`src/rtl/wdt_pkg.sv`:
```
package wdt_pkg;

    localparam int          DATA_W       = 32;
    localparam int          KEY_LSB      = 20;
    localparam logic [11:0] ACCESS_KEY   = 12'hD3A;
    localparam logic [7:0]  RESTART_CODE = 8'hA5;

    typedef enum logic [1:0] {
        SEL_MODE  = 2'd0,
        SEL_CLOCK = 2'd1,
        SEL_CTRL  = 2'd2,
        SEL_NONE  = 2'd3
    } reg_sel_e;

    typedef struct packed {
        logic ext_en;
        logic irq_en;
        logic rst_en;
        logic run;
    } mode_t;

    function automatic logic key_ok(input logic [DATA_W-1:0] d);
        return d[DATA_W-1:KEY_LSB] == ACCESS_KEY;
    endfunction

    function automatic mode_t mode_from(input logic [DATA_W-1:0] d);
        return mode_t'(d[3:0]);
    endfunction

    function automatic int max4(input int a, input int b, input int c, input int d);
        int m;
        m = a;
        if (b > m) m = b;
        if (c > m) m = c;
        if (d > m) m = d;
        return m;
    endfunction

endpackage

```
`src/rtl/wdt_regs.sv`:
```
module wdt_regs
    import wdt_pkg::*;
#(
    parameter int HI_W = 4
) (
    input  logic              clk,
    input  logic              rst,
    input  logic              wr_en,
    input  logic [1:0]        wr_sel,
    input  logic [DATA_W-1:0] wr_data,
    output mode_t             mode_o,
    output logic [1:0]        src_o,
    output logic [HI_W-1:0]   hi_o,
    output logic              restart_o
);

    logic     accept;
    reg_sel_e sel;
    logic     unused_bits;

    assign sel         = reg_sel_e'(wr_sel);
    assign accept      = wr_en && key_ok(wr_data);
    assign unused_bits = ^wr_data[KEY_LSB-1:8];
    assign restart_o   = accept && (sel == SEL_CTRL) && (wr_data[7:0] == RESTART_CODE);

    always_ff @(posedge clk) begin
        if (rst) begin
            mode_o <= '0;
            src_o  <= 2'd3;
            hi_o   <= '1;
        end else if (accept) begin
            case (sel)
                SEL_MODE:  mode_o <= mode_from(wr_data);
                SEL_CLOCK: begin
                    src_o <= wr_data[1:0];
                    hi_o  <= wr_data[2+HI_W-1:2];
                end
                default: ;
            endcase
        end
    end


    bad_key_chk: assert property (@(posedge clk) disable iff (rst)
        (wr_en && !key_ok(wr_data)) |=> ($stable(mode_o) && $stable(src_o) && $stable(hi_o)));

endmodule

```
`src/rtl/wdt_prescaler.sv`:
```
module wdt_prescaler
    import wdt_pkg::*;
#(
    parameter int DIV_LOG [4] = '{5, 7, 10, 12}
) (
    input  logic       clk,
    input  logic       rst,
    input  logic       run,
    input  logic       restart,
    input  logic [1:0] src,
    output logic       tick_o
);

    localparam int PW = max4(DIV_LOG[0], DIV_LOG[1], DIV_LOG[2], DIV_LOG[3]) + 1;

    logic [PW-1:0] pre_q;
    logic [3:0]    match;

    for (genvar g = 0; g < 4; g++) begin : g_src
        localparam logic [PW-1:0] MASK = PW'((64'd1 << DIV_LOG[g]) - 64'd1);
        assign match[g] = (pre_q & MASK) == MASK;
    end

    assign tick_o = run && match[src];

    always_ff @(posedge clk) begin
        if (rst || restart) pre_q <= '0;
        else if (run)       pre_q <= pre_q + 1'b1;
    end


    pre_hold_chk: assert property (@(posedge clk) disable iff (rst)
        (!run && !restart) |=> $stable(pre_q));

endmodule

```
`src/rtl/wdt_counter.sv`:
```
module wdt_counter #(
    parameter int CNT_W = 16
) (
    input  logic             clk,
    input  logic             rst,
    input  logic             run,
    input  logic             tick,
    input  logic             restart,
    input  logic [CNT_W-1:0] reload,
    output logic [CNT_W-1:0] cnt_o,
    output logic             ovf_o
);

    assign ovf_o = tick && !restart && (cnt_o == '0);

    always_ff @(posedge clk) begin
        if (rst)           cnt_o <= '1;
        else if (restart)  cnt_o <= reload;
        else if (tick)     cnt_o <= (cnt_o == '0) ? reload : cnt_o - 1'b1;
    end


    cnt_hold_chk: assert property (@(posedge clk) disable iff (rst)
        (!run && !restart) |=> $stable(cnt_o));


    auto_reload_chk: assert property (@(posedge clk) disable iff (rst)
        ovf_o |=> (cnt_o == $past(reload)));

endmodule

```
`src/rtl/wdt_outputs.sv`:
```
module wdt_outputs
    import wdt_pkg::*;
#(
    parameter int EXT_LEN = 8
) (
    input  logic  clk,
    input  logic  rst,
    input  logic  ovf,
    input  mode_t mode,
    output logic  rst_o,
    output logic  irq_o,
    output logic  ext_n_o
);

    localparam int EW = $clog2(EXT_LEN + 1);

    logic [EW-1:0] ext_q;

    assign ext_n_o = (ext_q == '0);

    always_ff @(posedge clk) begin
        if (rst) begin
            rst_o <= 1'b0;
            irq_o <= 1'b0;
            ext_q <= '0;
        end else begin
            rst_o <= ovf && mode.rst_en;
            irq_o <= ovf && mode.irq_en;
            if (ovf && mode.ext_en) ext_q <= EW'(EXT_LEN);
            else if (ext_q != '0)   ext_q <= ext_q - 1'b1;
        end
    end


    rst_pulse_chk: assert property (@(posedge clk) disable iff (rst)
        rst_o |=> !rst_o);


    irq_pulse_chk: assert property (@(posedge clk) disable iff (rst)
        irq_o |=> !irq_o);


    ext_start_chk: assert property (@(posedge clk) disable iff (rst)
        $fell(ext_n_o) |-> $past(ovf && mode.ext_en));

endmodule

```
`src/rtl/keyed_wdt.sv`:
```
module keyed_wdt
    import wdt_pkg::*;
#(
    parameter int CNT_W       = 16,
    parameter int HI_W        = 4,
    parameter int DIV_LOG [4] = '{5, 7, 10, 12},
    parameter int EXT_LEN     = 8
) (
    input  logic        clk,
    input  logic        rst,
    input  logic        wr_en,
    input  logic [1:0]  wr_sel,
    input  logic [31:0] wr_data,
    output logic        wd_rst_o,
    output logic        wd_irq_o,
    output logic        wd_ext_n_o
);

    localparam int LOW_W = CNT_W - HI_W;

    mode_t             mode;
    logic [1:0]        src;
    logic [HI_W-1:0]   hi;
    logic              restart;
    logic              tick;
    logic [CNT_W-1:0]  reload;
    logic [CNT_W-1:0]  cnt;
    logic              ovf;

    assign reload = {hi, {LOW_W{1'b1}}};

    wdt_regs #(.HI_W(HI_W)) u_regs (
        .clk(clk), .rst(rst), .wr_en(wr_en), .wr_sel(wr_sel), .wr_data(wr_data),
        .mode_o(mode), .src_o(src), .hi_o(hi), .restart_o(restart)
    );

    wdt_prescaler #(.DIV_LOG(DIV_LOG)) u_pre (
        .clk(clk), .rst(rst), .run(mode.run), .restart(restart), .src(src), .tick_o(tick)
    );

    wdt_counter #(.CNT_W(CNT_W)) u_cnt (
        .clk(clk), .rst(rst), .run(mode.run), .tick(tick), .restart(restart),
        .reload(reload), .cnt_o(cnt), .ovf_o(ovf)
    );

    wdt_outputs #(.EXT_LEN(EXT_LEN)) u_out (
        .clk(clk), .rst(rst), .ovf(ovf), .mode(mode),
        .rst_o(wd_rst_o), .irq_o(wd_irq_o), .ext_n_o(wd_ext_n_o)
    );


    reload_chk: assert property (@(posedge clk) disable iff (rst)
        restart |=> (cnt == {$past(hi), {LOW_W{1'b1}}}));

endmodule

```
`config.mk`:
```
export PLATFORM = sky130hd
export DESIGN_NAME = keyed_wdt
export DESIGN_NICKNAME = d
export VERILOG_FILES = /design/src/rtl/wdt_pkg.sv /design/src/rtl/wdt_regs.sv /design/src/rtl/wdt_prescaler.sv /design/src/rtl/wdt_counter.sv /design/src/rtl/wdt_outputs.sv /design/src/rtl/keyed_wdt.sv
export SDC_FILE = /design/constraint.sdc
export NUM_CORES = 1
export LEC_CHECK = 0
export ABC_AREA = 0
export CORE_UTILIZATION = 31
export CTS_BUF_LIST = sky130_fd_sc_hd__clkbuf_8
export DETAILED_ROUTE_END_ITERATION = 16
export HOLD_SLACK_MARGIN = 0.1
export PLACE_DENSITY = 0.57
export SLEW_MARGIN = 25
export SYNTH_ARGS = -nofsm -noshare
export SYNTH_HDL_FRONTEND = slang
export SYNTH_SLANG_ARGS = --single-unit
export TNS_END_PERCENT = 50
```
`constraint.sdc`:
```
create_clock -name clk -period 2 [get_ports clk]
set_input_delay 0.3 -clock clk [delete_from_list [all_inputs] [get_ports clk]]
set_output_delay 0.3 -clock clk [all_outputs]
set_load 0.03 [all_outputs]
```
==> flow_summary.json, run 1 <==
{
  "synth_top_area_cell": "dfxtp_1",
  "grt_pass1_vias": 1735,
  "cts_hold_buf": 0,
  "postSynthAreaPerCell_um2": 8.95,
  "path_clk_slew_ns": 0.09,
  "insertion_delay_ns": 0.30,
  "grt_start_max_net_pins": 19,
  "path_max_fanout": 6,
  "cp.required_ns": 2.17,
  "async_flop_share_pct": 0,
  "power-per-cell-area_nw_per_um2": 616,
  "dp_hpwl_mm": 3.17,
  "min_path_cells": 1,
  "grt-ovfl-total": 0,
  "postRouteWirelength_mm": 4.58,
  "synth_enable_flop_cells": 0,
  "die_x_um": 84.4,
  "grt_setup_unrepaired": "yes",
  "vdd_drop_max_v": 0.000298,
  "timing.final.crit_share_pct": 99.4,
  "ys_types": 51,
  "die_y_um": 84.4,
  "portBuffers": 27,
  "antenna_found_initial": 0,
  "wl_per_cell_um": 12.0,
  "vias_per_cell": 4.88,
  "min_from": "u_regs.hi_o[2]$_SDFFE_PP1P_",
  "drv_cap": 0,
  "fin_skew_ns": 0.0126,
  "h-tree-depth": 2,
  "ant_nets": 0,
  "ys_warn_count": 0,
  "setup_viol": 0,
  "p_leak_nw": 1.11,
  "rr_worst_depth": 10,
  "slew_headroom_pct": 73.1,
  "synth.most_common_cell": "dfxtp_1",
  "hold_ws_ns": 0.482,
  "crit_slowest_cell": "or4_1",
  "numCtsBuffers": 5,
  "max_stage_delay_ns": 0.39,
  "ys_top_cells_by_count": "dfxtp_1, nor2_1, nand2_1",
  "cp-start-kind": "register",
  "syn_nets": 277,
  "hold_viol_final": 0,
  "outcome": "finished clean",
  "cp_common_cell": "ha_4",
  "ios": 40,
  "clock-sinks": 44,
  "drive_gt1_share_pct": 26.4,
  "clock-root-buffer": "clkbuf_8",
  "ys_seq_area_share_pct": 41.9,
  "path_cells": "ha_4 > and3_4 > ha_4 > nor2b_1 > o21ai_1 > a22oi_2 > buf_6 > or4_1 > o31ai_1 > a31oi_1",
  "grt_pass1_wl_mm": 7.56,
  "drc": 0,
  "max_freq_ghz": 0.503,
  "hold_end": "u_regs.hi_o[2]$_SDFFE_PP1P_",
  "path_class": "reg -> reg",
  "core.rowCount": 29,
  "synth_area_leaders": "dfxtp_1, nor2_1, mux2i_1",
  "netlist_instances": 235,
  "clockBufferDepth": 2,
  "num_antenna_cells": 0,
  "placed_area_um2": 2680,
  "syn2layout_area_growth_pct": 42.4,
  "syn_area_um2": 2100,
  "yosysTopAreaCellShare_pct": 41.9,
  "die-area_um2": 7120,
  "place_congestion": 0.735,
  "timing_max_transition_violations_final": 0,
  "grt_usage_pct": 13.1,
  "fin_crit_ns": 1.99,
  "r2r_setup_slack_ns": 0.01,
  "core_um2": 6460,
  "dr.pass1.iters": 4,
  "initialDrtViolationCount": 49,
  "ys_ff_latch": 44,
  "synthFlopType": "dfxtp_1",
  "crit_path_end_kind": "register",
  "finalInstanceArea_um2": 2990,
  "worst_slew_pin_slew_ns": 0.402,
  "tritoncts": "yes",
  "final_nets": 344,
  "timing.rr.end": "u_cnt.cnt_o[13]$_SDFFE_PP1P_",
  "hp-class": "reg -> reg",
  "num_vias": 1855,
  "rr_startpoint": "u_pre.pre_q[1]$_SDFFE_PP0P_",
  "start_util_pct": 32.6,
  "cp.arrival_ns": 2.16
}
report_power, final:
| group | total [mW] | leakage, nW | switching (mW) | internal (mW) |
|---|---|---|---|---|
| Clock | 0.593 | 0.0434 | 0.313 | 0.280 |
| Combinational | 0.327 | 0.710 | 0.152 | 0.175 |
| Sequential | 0.924 | 0.357 | 0.0200 | 0.904 |
critical path, delay by kind of cell (launching register included):
family          cells  cell delay, ns
buf+inv             1            0.15
fa+ha+maj           2            0.30
flops               1            0.35
simple gates        3            0.69
compound gates      4            0.38
placed cells by master, fill, tap and decap left out, types with 3 or more instances in the layout:
cell type and count:
dfxtp_1 41, buf_4 34, nor2_1 29, clkdlybuf4s50_1 22, nand2_1 17, and3_1 9, mux2i_1 8, o211ai_1 7
inv_1 6, nand4_1 6, o21ai_1 6, or3_1 6, xor2_1 6, a211o_1 6, xnor2_1 6, clkbuf_8 6
buf_6 6, nand3_1 5, a21oi_1 5, nor3_1 4, nand3b_1 4, dlygate4sd2_1 4, nor2_4 3, nand2b_1 3
ha_1 3, dfxtp_2 3
cells by family after synthesis:
kind of cell | Yosys count | share of synthesized area [%]
AO/OA/AOI/OAI | 42 | 14.2
flip-flops | 44 | 41.9
AND/OR/NAND/NOR | 109 | 28.8
adder cells (fa/ha/maj) | 5 | 2.97
buffers and inverters | 14 | 2.97
multiplexers | 8 | 3.81
XOR/XNOR | 13 | 5.41
sequential cells by signal, summed over array words and instances, names as in the netlist:
signal	flops
u_out.rst_o	1
u_pre.pre_q	12
u_out.irq_o	1
u_regs.src_o	2
u_regs.mode_o	4
u_regs.hi_o	4
u_cnt.cnt_o	16
u_out.ext_q	4
per-layer routing:
layer | part of all wire, % | vias up | wire length, um | global-route usage [%]
met4 | 1.5 | 0 | 70 | 5.08
met3 | 3.1 | 5 | 144 | 2.56
met2 | 48 | 31 | 2180 | 22.6
met5 | 0 | - | 0 | 0
met1 | 48 | 838 | 2180 | 16.2
li1 | - | 981 | - | -
per-stage QoR:
stage	TNS [ns]	std cells	utilization [%]	setup WS, ns	total power, mW
final	0	380	46.4	0.0114	1.84
after global routing	-0.658	380	46.4	-0.0821	1.94
after CTS	-0.0371	375	44.3	-0.0146	1.87
after detailed placement	-15.92	363	41.4	-0.410	1.28
after global placement	-14.30	363	41.4	-0.361	1.27
after floorplan	0	235	-	0.0119	1.13
cell type report:
type                       count  area (um^2)
multi-input combinational    177         1290
clock buffer                   6         82.6
timing repair buffer          67          598
tap                           77         96.3
inverter                       7         26.3
fill                         660         3460
sequential                    44          885
clock inverter                 2         15.0
how the worst max path moves through the flow:
stage,slack [ns],depth (start not counted),end,start
after global placement,-0.36,6,u_regs.hi_o[2]$_SDFFE_PP1P_,wr_data[27]
after global routing,-0.08,12,u_cnt.cnt_o[2]$_SDFFE_PP1P_,u_pre.pre_q[1]$_SDFFE_PP0P_
after floorplan,0.01,10,u_cnt.cnt_o[4]$_SDFFE_PP1P_,u_pre.pre_q[0]$_SDFFE_PP0P_
after CTS,-0.01,11,u_cnt.cnt_o[3]$_SDFFE_PP1P_,u_pre.pre_q[0]$_SDFFE_PP0P_
after detailed placement,-0.41,7,u_out.ext_q[0]$_SDFFE_PP0N_,wr_data[27]
final,0.01,10,u_cnt.cnt_o[13]$_SDFFE_PP1P_,u_pre.pre_q[1]$_SDFFE_PP0P_
timing repair:
item	CTS	global route
buffers inserted	4	4
setup endpoints to repair	43	39
gates resized for setup	19	28
pin swaps	9	11
cloned	0	1
Power figures use the tool's default switching activity.
==> run 2, diff against run 1 <==
--- a/config.mk
+++ b/config.mk
@@ -6,11 +6,13 @@
 export NUM_CORES = 1
 export LEC_CHECK = 0
 export ABC_AREA = 0
+export CELL_PAD_IN_SITES_DETAIL_PLACEMENT = 0
+export CELL_PAD_IN_SITES_GLOBAL_PLACEMENT = 1
 export CORE_UTILIZATION = 31
 export CTS_BUF_LIST = sky130_fd_sc_hd__clkbuf_8
 export DETAILED_ROUTE_END_ITERATION = 16
 export HOLD_SLACK_MARGIN = 0.1
-export PLACE_DENSITY = 0.57
+export PLACE_DENSITY = 0.71
 export SLEW_MARGIN = 25
 export SYNTH_ARGS = -nofsm -noshare
 export SYNTH_HDL_FRONTEND = slang
==> run 2 against run 1 <==
Net effect:
- the flow now finishes with violations (setup timing)
- cell count is 0.26% higher
- sequential share of layout area is 0.18 points lower
- register-to-register slack worse by 0.03 ns
- global-route usage is 0.34 points higher
- combinational power is 1% higher
- first-iteration DRC count is 20% higher
- critical path type unchanged
- largest cell class unchanged
- largest power group unchanged
- highest routed layer unchanged
==> flow_summary.json, run 2 (synthesis gave the netlist of run 1 again) <==
{
  "outcome": "finished with violations",
  "violations": "setup timing",
  "tritoncts": "yes",
  "grt_usage_pct": 13.4,
  "die-area_um2": 7120,
  "antenna_found_initial": 0,
  "die_x_um": 84.4,
  "insertion_delay_ns": 0.29,
  "clock-root-buffer": "clkbuf_8",
  "postRouteWirelength_mm": 4.52,
  "cts_hold_buf": 0,
  "max_freq_ghz": 0.495,
  "num_antenna_cells": 0,
  "grt_start_max_net_pins": 19,
  "max_stage_delay_ns": 0.36,
  "ios": 40,
  "placed_area_um2": 2710,
  "initialDrtViolationCount": 59,
  "vdd_drop_max_v": 0.000468,
  "numCtsBuffers": 5,
  "crit_slowest_cell": "dfxtp_2",
  "p_leak_nw": 1.17,
  "clock-sinks": 44,
  "cp.arrival_ns": 2.25,
  "place_congestion": 0.726,
  "timing_max_transition_violations_final": 0,
  "core_um2": 6460,
  "core.rowCount": 29,
  "portBuffers": 27,
  "grt_pass1_vias": 1741,
  "grt_setup_unrepaired": "yes",
  "finalInstanceArea_um2": 3010,
  "timing.final.crit_share_pct": 101,
  "cp_common_cell": "buf_6",
  "final_nets": 345,
  "grt_pass1_wl_mm": 7.79,
  "cp-start-kind": "register",
  "vias_per_cell": 4.85,
  "ant_nets": 0,
  "hold_viol_final": 0,
  "fin_crit_ns": 2.02,
  "power-per-cell-area_nw_per_um2": 637,
  "cp.required_ns": 2.23,
  "die_y_um": 84.4,
  "drc": 0,
  "path_cells": "ha_4 > buf_6 > nand2_4 > a2111o_1 > a22oi_2 > buf_6 > nand2_4 > buf_6 > or3_1 > nand3_1",
  "hp-class": "reg -> reg",
  "fillers": 628,
  "h-tree-depth": 2,
  "largest_reg_flops": 16,
  "slew_headroom_pct": 72.2,
  "syn2layout_area_growth_pct": 43.2,
  "dr.pass1.iters": 4,
  "largest_register": "u_cnt.cnt_o",
  "final_common_cell": "dfxtp_1",
  "grt-ovfl-total": 0,
  "wl_per_cell_um": 11.9,
  "power_mw": 1.92,
  "critical_path.top_delay_family": "compound AO/OA/AOI/OAI gates",
  "start_util_pct": 32.6,
  "fin_skew_ns": 0.0107,
  "setup_ws_ns": -0.0188,
  "setup_viol": 3,
  "num_vias": 1846,
  "drv_cap": 0,
  "drive_gt1_share_pct": 27.3,
  "top_regs": "u_cnt.cnt_o (16), u_pre.pre_q (12)",
  "path_clk_slew_ns": 0.08,
  "worst_slew_pin_slew_ns": 0.416,
  "clockBufferDepth": 2,
  "dp_hpwl_mm": 3.26,
  "path_max_fanout": 5,
  "final_cell_mix": "dfxtp_1, buf_4, nor2_1, clkdlybuf4s50_1, nand2_1",
  "crit_path_end_kind": "register",
  "path_buf_inv": 3,
  "path_class": "reg -> reg"
}
run 2: cell count changes in the layout (fill, tap and decap cells not counted), sizes merged:
cell / change
clkinvlp: -2
bufinv: +1
clkbuf: +2
clkdlybuf4s15: +1
buf: +1
dlygate4sd2: -4
inv: +1
clkinv: +1
run 2: final timing paths:
path / from / to / slack (ns) / cells after the start
hold reg to reg: u_regs.hi_o[3]$_SDFFE_PP1P_ / u_regs.hi_o[3]$_SDFFE_PP1P_ / 0.47 / 1
setup / recovery: u_pre.pre_q[0]$_SDFFE_PP0P_ / u_cnt.cnt_o[3]$_SDFFE_PP1P_ / -0.02 / 10
hold / removal: u_regs.hi_o[3]$_SDFFE_PP1P_ / u_regs.hi_o[3]$_SDFFE_PP1P_ / 0.47 / 1
setup reg to reg: u_pre.pre_q[0]$_SDFFE_PP0P_ / u_cnt.cnt_o[3]$_SDFFE_PP1P_ / -0.02 / 10
run 2: worst register-to-register path, delay by kind of cell, from the launching register on:
kind                       cells  cell delay (ns)
DFF                            1             0.36
adders and majority gates      1             0.14
AOI/OAI and AO/OA              2             0.58
and+or+nand+nor                4             0.48
buffers and inverters          3             0.40
run 2: per-stage QoR:
| step | hold slack [ns] | setup WS [ns] | util (%) | setup TNS, ns | instances |
|---|---|---|---|---|---|
| 2_1_floorplan | 0.436 | 0.0119 | - | 0 | 235 |
| 3_3_place_gp | 0.451 | -0.386 | 41.9 | -14.39 | 367 |
| 3_5_place_dp | 0.456 | -0.393 | 41.9 | -14.78 | 367 |
| 4_1_cts | 0.477 | -0.00345 | 45.5 | -0.00345 | 379 |
| 5_1_grt | 0.494 | -0.0953 | 46.6 | -0.857 | 381 |
| 6_report | 0.473 | -0.0188 | 46.6 | -0.0410 | 381 |
run 2: report_power, final:
part	internal [mW]	leakage (nW)	switching (mW)	total, mW
sequential	0.904	0.357	0.0182	0.922
clock	0.366	0.0593	0.300	0.666
combinational	0.172	0.752	0.158	0.331
run 2: final cells by class:
| class | instances | area (um^2) | area share [%] |
|---|---|---|---|
| timing repair buffer | 68 | 597 | 19.8 |
| sequential | 44 | 885 | 29.4 |
| tap | 77 | 96.3 | 3.20 |
| clock buffer | 5 | 68.8 | 2.28 |
| inverter | 7 | 26.3 | 0.872 |
| clock inverter | 3 | 38.8 | 1.29 |
| multi-input combinational | 177 | 1300 | 43.2 |
run 2: per-layer routing:
metal  share of wire, %  vias to the layer above  GRT usage, %  routed length (um)
met5                  0                        -             0                   0
met4               0.89                        0          3.70                  40
met3                3.6                        5          3.15                 164
met2                 44                       36          22.1                2000
met1                 51                      820          17.8                2310
li1                   -                      985             -                   -
run 2: repair_timing:
action                     CTS  global route
setup buffers                4             1
gates cloned                 0             1
hold endpoints to repair     0             0
resized for setup           29            23
pin swaps                   11            14
setup endpoints to repair   42            37
